[config.mk]
export PLATFORM = sky130hd
export DESIGN_NAME = async_exc_ctrl
export DESIGN_NICKNAME = d
export VERILOG_FILES = /design/src/rtl/exc_pkg.sv /design/src/rtl/exc_pend_cell.sv /design/src/rtl/exc_arbiter.sv /design/src/rtl/exc_flags.sv /design/src/rtl/async_exc_ctrl.sv
export SDC_FILE = /design/constraint.sdc
export NUM_CORES = 1
export LEC_CHECK = 0
export BUFFER_PORTS_ARGS = -buffer_cell sky130_fd_sc_hd__clkbuf_2
export CORE_AREA = 2 2 39 41
export DETAILED_ROUTE_END_ITERATION = 7
export DIE_AREA = 0 0 41 43
export PLACE_DENSITY = 0.57
export SYNTH_ARGS = -nofsm -noshare
export SYNTH_HDL_FRONTEND = slang
export SYNTH_SLANG_ARGS = --single-unit
[constraint.sdc]
create_clock -name clk -period 1.4 [get_ports clk]
set_input_delay 0.14 -clock clk [delete_from_list [all_inputs] [get_ports clk]]
set_output_delay 0.14 -clock clk [all_outputs]
set_load 0.1 [all_outputs]
[src/rtl/exc_pkg.sv]
`timescale 1ns/1ps
package exc_pkg;
    localparam int NUM_SRC = 3;
    localparam int SRC_PAR = 0;
    localparam int SRC_OVF = 1;
    localparam int SRC_IRQ = 2;

    // sources that the lock flag masks
    localparam logic [NUM_SRC-1:0] LOCK_MASKED = 3'b101;

    typedef enum logic [1:0] {
        VEC_NONE   = 2'd0,
        VEC_PARITY = 2'd1,
        VEC_XOVF   = 2'd2,
        VEC_IRQ    = 2'd3
    } trap_vec_e;

    typedef struct packed {
        logic lock;
        logic imode;
    } core_flags_t;

    function automatic trap_vec_e vec_of(input int idx);
        case (idx)
            SRC_PAR: return VEC_PARITY;
            SRC_OVF: return VEC_XOVF;
            SRC_IRQ: return VEC_IRQ;
            default: return VEC_NONE;
        endcase
    endfunction
endpackage

[src/rtl/exc_pend_cell.sv]
`timescale 1ns/1ps
module exc_pend_cell (
    input  logic clk,
    input  logic rst,
    input  logic set,
    input  logic clr,
    output logic q
);
    always_ff @(posedge clk) begin
        if (rst)      q <= 1'b0;
        else if (set) q <= 1'b1;
        else if (clr) q <= 1'b0;
    end

    assert_sticky_R4: assert property (@(posedge clk) disable iff (rst)
        q && !clr |=> q);
    assert_set_wins_R9: assert property (@(posedge clk) disable iff (rst)
        set |=> q);
endmodule

[src/rtl/exc_arbiter.sv]
`timescale 1ns/1ps
module exc_arbiter
    import exc_pkg::*;
(
    input  logic               clk,
    input  logic               rst,
    input  logic [NUM_SRC-1:0] pend,
    input  logic               lock,
    output logic [NUM_SRC-1:0] grant,
    output logic               req,
    output trap_vec_e          vec
);
    logic [NUM_SRC-1:0] avail;

    always_comb begin
        avail = pend & ~(LOCK_MASKED & {NUM_SRC{lock}});
        grant = '0;
        vec   = VEC_NONE;
        for (int i = NUM_SRC - 1; i >= 0; i--) begin
            if (avail[i]) begin
                grant    = '0;
                grant[i] = 1'b1;
                vec      = vec_of(i);
            end
        end
        req = |avail;
    end

    assert_onehot_R7: assert property (@(posedge clk) disable iff (rst)
        $onehot0(grant));
    assert_mask_R8: assert property (@(posedge clk) disable iff (rst)
        lock && req |-> vec == VEC_XOVF);
    assert_none_R7: assert property (@(posedge clk) disable iff (rst)
        !req |-> vec == VEC_NONE);
endmodule

[src/rtl/exc_flags.sv]
`timescale 1ns/1ps
module exc_flags
    import exc_pkg::*;
(
    input  logic        clk,
    input  logic        rst,
    input  logic        take,
    input  logic        take_irq,
    input  logic        rfe,
    input  core_flags_t saved,
    output core_flags_t flags
);
    always_ff @(posedge clk) begin
        if (rst) begin
            flags <= '0;
        end else if (take) begin
            flags.lock <= 1'b1;
            if (take_irq) flags.imode <= 1'b1;
        end else if (rfe) begin
            flags <= saved;
        end
    end

    assert_lock_on_take_R10: assert property (@(posedge clk) disable iff (rst)
        take |=> flags.lock);
    assert_imode_on_irq_R10: assert property (@(posedge clk) disable iff (rst)
        take && take_irq |=> flags.imode);
    assert_restore_R11: assert property (@(posedge clk) disable iff (rst)
        rfe && !take |=> flags == $past(saved));
endmodule

[src/rtl/async_exc_ctrl.sv]
`timescale 1ns/1ps
module async_exc_ctrl
    import exc_pkg::*;
#(
    parameter int NUM_AREAS = 4,
    localparam int AREA_W = (NUM_AREAS > 1) ? $clog2(NUM_AREAS) : 1
) (
    input  logic                 clk,
    input  logic                 rst,
    input  logic                 ovf_evt,
    input  logic                 par_evt,
    input  logic [AREA_W-1:0]    par_area,
    input  logic [NUM_AREAS-1:0] par_en,
    input  logic                 irq_ext,
    input  logic                 irq_timer,
    input  logic                 irq_io,
    input  logic                 trap_ack,
    input  logic                 rfe,
    input  logic                 saved_lock,
    input  logic                 saved_imode,
    output logic                 trap_req,
    output logic [1:0]           trap_vec,
    output logic                 lock_flag,
    output logic                 imode_flag
);
    logic [NUM_SRC-1:0] set_vec;
    logic [NUM_SRC-1:0] pend_vec;
    logic [NUM_SRC-1:0] grant;
    logic               take;
    trap_vec_e          vec;
    core_flags_t        flags;
    core_flags_t        saved;

    always_comb begin
        set_vec          = '0;
        set_vec[SRC_PAR] = par_evt && par_en[par_area];
        set_vec[SRC_OVF] = ovf_evt;
        set_vec[SRC_IRQ] = irq_ext | irq_timer | irq_io;
    end

    assign take = trap_ack && trap_req;

    for (genvar g = 0; g < NUM_SRC; g++) begin : g_pend
        exc_pend_cell u_cell (
            .clk (clk),
            .rst (rst),
            .set (set_vec[g]),
            .clr (take && grant[g]),
            .q   (pend_vec[g])
        );
    end

    exc_arbiter u_arb (
        .clk   (clk),
        .rst   (rst),
        .pend  (pend_vec),
        .lock  (flags.lock),
        .grant (grant),
        .req   (trap_req),
        .vec   (vec)
    );

    assign saved = '{lock: saved_lock, imode: saved_imode};

    exc_flags u_flags (
        .clk      (clk),
        .rst      (rst),
        .take     (take),
        .take_irq (grant[SRC_IRQ]),
        .rfe      (rfe),
        .saved    (saved),
        .flags    (flags)
    );

    assign trap_vec   = vec;
    assign lock_flag  = flags.lock;
    assign imode_flag = flags.imode;

    assert_par_ignored_R2: assert property (@(posedge clk) disable iff (rst)
        par_evt && !par_en[par_area] && !pend_vec[SRC_PAR] |=> !pend_vec[SRC_PAR]);
    assert_req_held_R9: assert property (@(posedge clk) disable iff (rst)
        trap_req && !trap_ack && !rfe |=> trap_req);
    assert_par_first_R7: assert property (@(posedge clk) disable iff (rst)
        pend_vec[SRC_PAR] && !lock_flag |-> trap_vec == VEC_PARITY);
endmodule

==> flow_summary.toml <==
[placement]
gp_routability_congestion = 0.7101
post_dp_cell_area_um2 = 508.0
port-buffer-count = 21

[worst_setup_path]
cp_max_fo = 5
cp_num_buf_inv = 1
cp.required_ns = 1.26
crit_path_end_kind = "primary output"
critPathArrivalTime_ns = 1.21
cp_slowest_cell = "dfxtp_1"
path_class = "register to primary output"
max_stage_delay_ns = 0.35
crit_chain = "o21ba_1 > or2_4 > buf_12"
path_delay_family = "flip-flops"
worstSetupStartpointType = "register"

[global_routing]
track_usage = 0.1137
grt_max_degree = 8
grt_overflow = 0
antenna_found_initial = 0
grt_pass1_wl_mm = 1.283
grt_pass1_vias = 340

[clock_network]
cts_buffer_depth = 2
clock-sinks = 5
cts_buffers = 3
cts.reportedPaths.clkPinSlew_ns = 0.04
cts_tree = "built"
htree_levels = 1
cts_root_buf = "clkbuf_4"
clk-insertion-delay-late_ns = 0.23
ctsHoldBuffers = 0
cts_setup_buffers = 0

[sta]
finalMaxSlewViolations = 0
fmax_mhz = 739.0
rsz0062_at_grt = "no"
final-hold-violation-count = 0
skew_ns = 0.001712
post-route-period-util = 0.9666
period_minus_slack_ns = 1.353
worst_pin_slew_ns = 0.5381
holdWs_ns = 0.1090
fin_setup_tns_ns = 0
finalSetupViolations = 0
relSlewSlack = 0.6428

[power_and_ir_drop]
vdd_drop_max_mv = 0.6362
powerDensity_mw_per_mm2 = 1142
p_leak_uw = 0.0002540

[hold_path]
hold_class = "input pin to register"

[synthesis]
synth_mux_area_frac = 0.1040
syn_avg_cell_area_um2 = 8.689
yosys.area_share.simple = 0.2240
synth_top_area_frac = 0.3200
yosysSeqAreaShare = 0.3200
synth.top_cells.by_area = "dfxtp_1 (32%), a21oi_1 (11%), mux4_2 (7.2%)"
synth_compound_area_frac = 0.3040
syn_area_um2 = 312.8
yosys_warnings = 0
synth_top_family_by_area = "compound AO/OA/AOI/OAI gates"
synth-xor-area-share = 0
syn_nets = 53
ys_seq_elements = 5
synthAdderAreaFrac = 0
synth.distinct_cells = 19
synth_top_area_cell = "dfxtp_1"
synthCells = 36

[layout]
final_area_um2 = 539.3
layout-drive-gt1-share = 0.5738
fill_cells = 142
areaGrowthSynthToFinish_pct = 72.40
n_antenna_cell = 0
fin_nets = 79

[floorplanning]
die_area_mm2 = 0.001763
ios = 22
fp.dieW_um = 41
start_util = 0.2260
num_rows = 14
core_mm2 = 0.001384
fp.dieH_um = 43

[detailed_routing]
drtIter0Drc = 7
vias_per_cell = 4.675
wl_per_cell_um = 10.21
vias = 360
first_pass_iters = 4
drtAntennaViolNets = 0
wl_um = 786
drc = 0

[status]
status = "finished clean"

[flow_run]
max_cap_viol_count = 0
==> kinds of logic after synthesis <==
kind of cell | Yosys count
AOI/OAI and AO/OA | 14
muxes | 2
DFF | 5
and+or+nand+nor | 11
buffers and inverters | 4
==> cells in the final DEF (no fill, tap or decap), types with 2 or more instances in the layout <==
| cell type | count |
|---|---|
| a21oi_1 | 5 |
| buf_12 | 3 |
| clkbuf_2 | 18 |
| clkbuf_4 | 3 |
| dfxtp_1 | 3 |
| inv_1 | 4 |
| nand2b_1 | 3 |
| o21ai_1 | 2 |
==> registers in the layout (all words and copies together), names as in the netlist <==
signal           count
g_pend.u_cell.q      3
u_flags.flags        2
==> Yosys cell counts <==
| library cell | instances |
|---|---|
| o21ba_1 | 1 |
| o41ai_2 | 1 |
| mux2i_1 | 1 |
| dfxtp_1 | 5 |
| nand2b_1 | 3 |
| mux4_2 | 1 |
| o21ai_1 | 2 |
| a22oi_1 | 1 |
| inv_1 | 4 |
| o31ai_1 | 1 |
| nor2b_2 | 1 |
| nand2_1 | 1 |
| or2_1 | 1 |
| or2_2 | 1 |
| o311ai_0 | 1 |
| a21oi_1 | 7 |
| nor2_1 | 2 |
| nor3_1 | 1 |
| nor2b_4 | 1 |
==> worst reg2reg max path, delay by kind of cell (launching register included) <==
family | cells | cell delay, ns
compound gates | 1 | 0.35
simple gates | 1 | 0.16
mux | 1 | 0.22
flops | 1 | 0.34
==> per-layer routing <==
layer / up-vias / GRT usage / share of wire
li1: 181 / - / -
met1: 166 / 0.1133 / 0.41
met2: 11 / 0.1750 / 0.48
met3: 2 / 0.05236 / 0.084
met4: 0 / 0.08000 / 0.024
met5: - / 0 / 0
==> area by class of cell <==
type                    count  area [um2]  area share
multi-input cells          27       222.7      0.4130
repair buffers             21       150.1      0.2784
flip-flops and latches      5       105.1      0.1949
clock buffers               4       26.28     0.04872
well taps                  16       20.02     0.03712
inverters                   4       15.01     0.02784
==> what timing repair did <==
item	4_1_cts	5_1_grt
gates resized for setup	1	1
gates cloned	0	0
endpoints found under the setup margin	1	1
==> metrics by stage <==
step,util,worst slack [ns],cells,power [uW]
5_1_grt,0.3897,0.009724,77,646.2
2_1_floorplan,-,0.007157,36,365.9
6_report,0.3897,0.04675,77,615.7
3_3_place_gp,0.3671,0.2426,73,455.8
3_5_place_dp,0.3671,0.2076,73,457.9
4_1_cts,0.3870,0.03904,77,621.9
==> path summary, 6_finish.rpt <==
kind	startpoint	endpoint	slack, ns	depth (start not counted)
setup / recovery	g_pend[2].u_cell.q$_SDFFE_PP0P_	trap_req	0.05	3
hold / removal	ovf_evt	g_pend[1].u_cell.q$_SDFFE_PP0P_	0.11	3
setup reg to reg	g_pend[0].u_cell.q$_SDFFE_PP0P_	u_flags.flags[0]$_SDFFE_PP0P_	0.25	3
hold reg to reg	u_flags.flags[0]$_SDFFE_PP0P_	u_flags.flags[0]$_SDFFE_PP0P_	0.47	2
==> power by group <==
group | switching (uW) | internal [uW] | leakage [uW]
clock network | 52.0 | 107 | 0.0000150
registers | 18.3 | 156 | 0.0000425
logic | 177 | 105 | 0.000197
total | 248 | 368 | 0.000254
(Power assumes the default switching activity.)
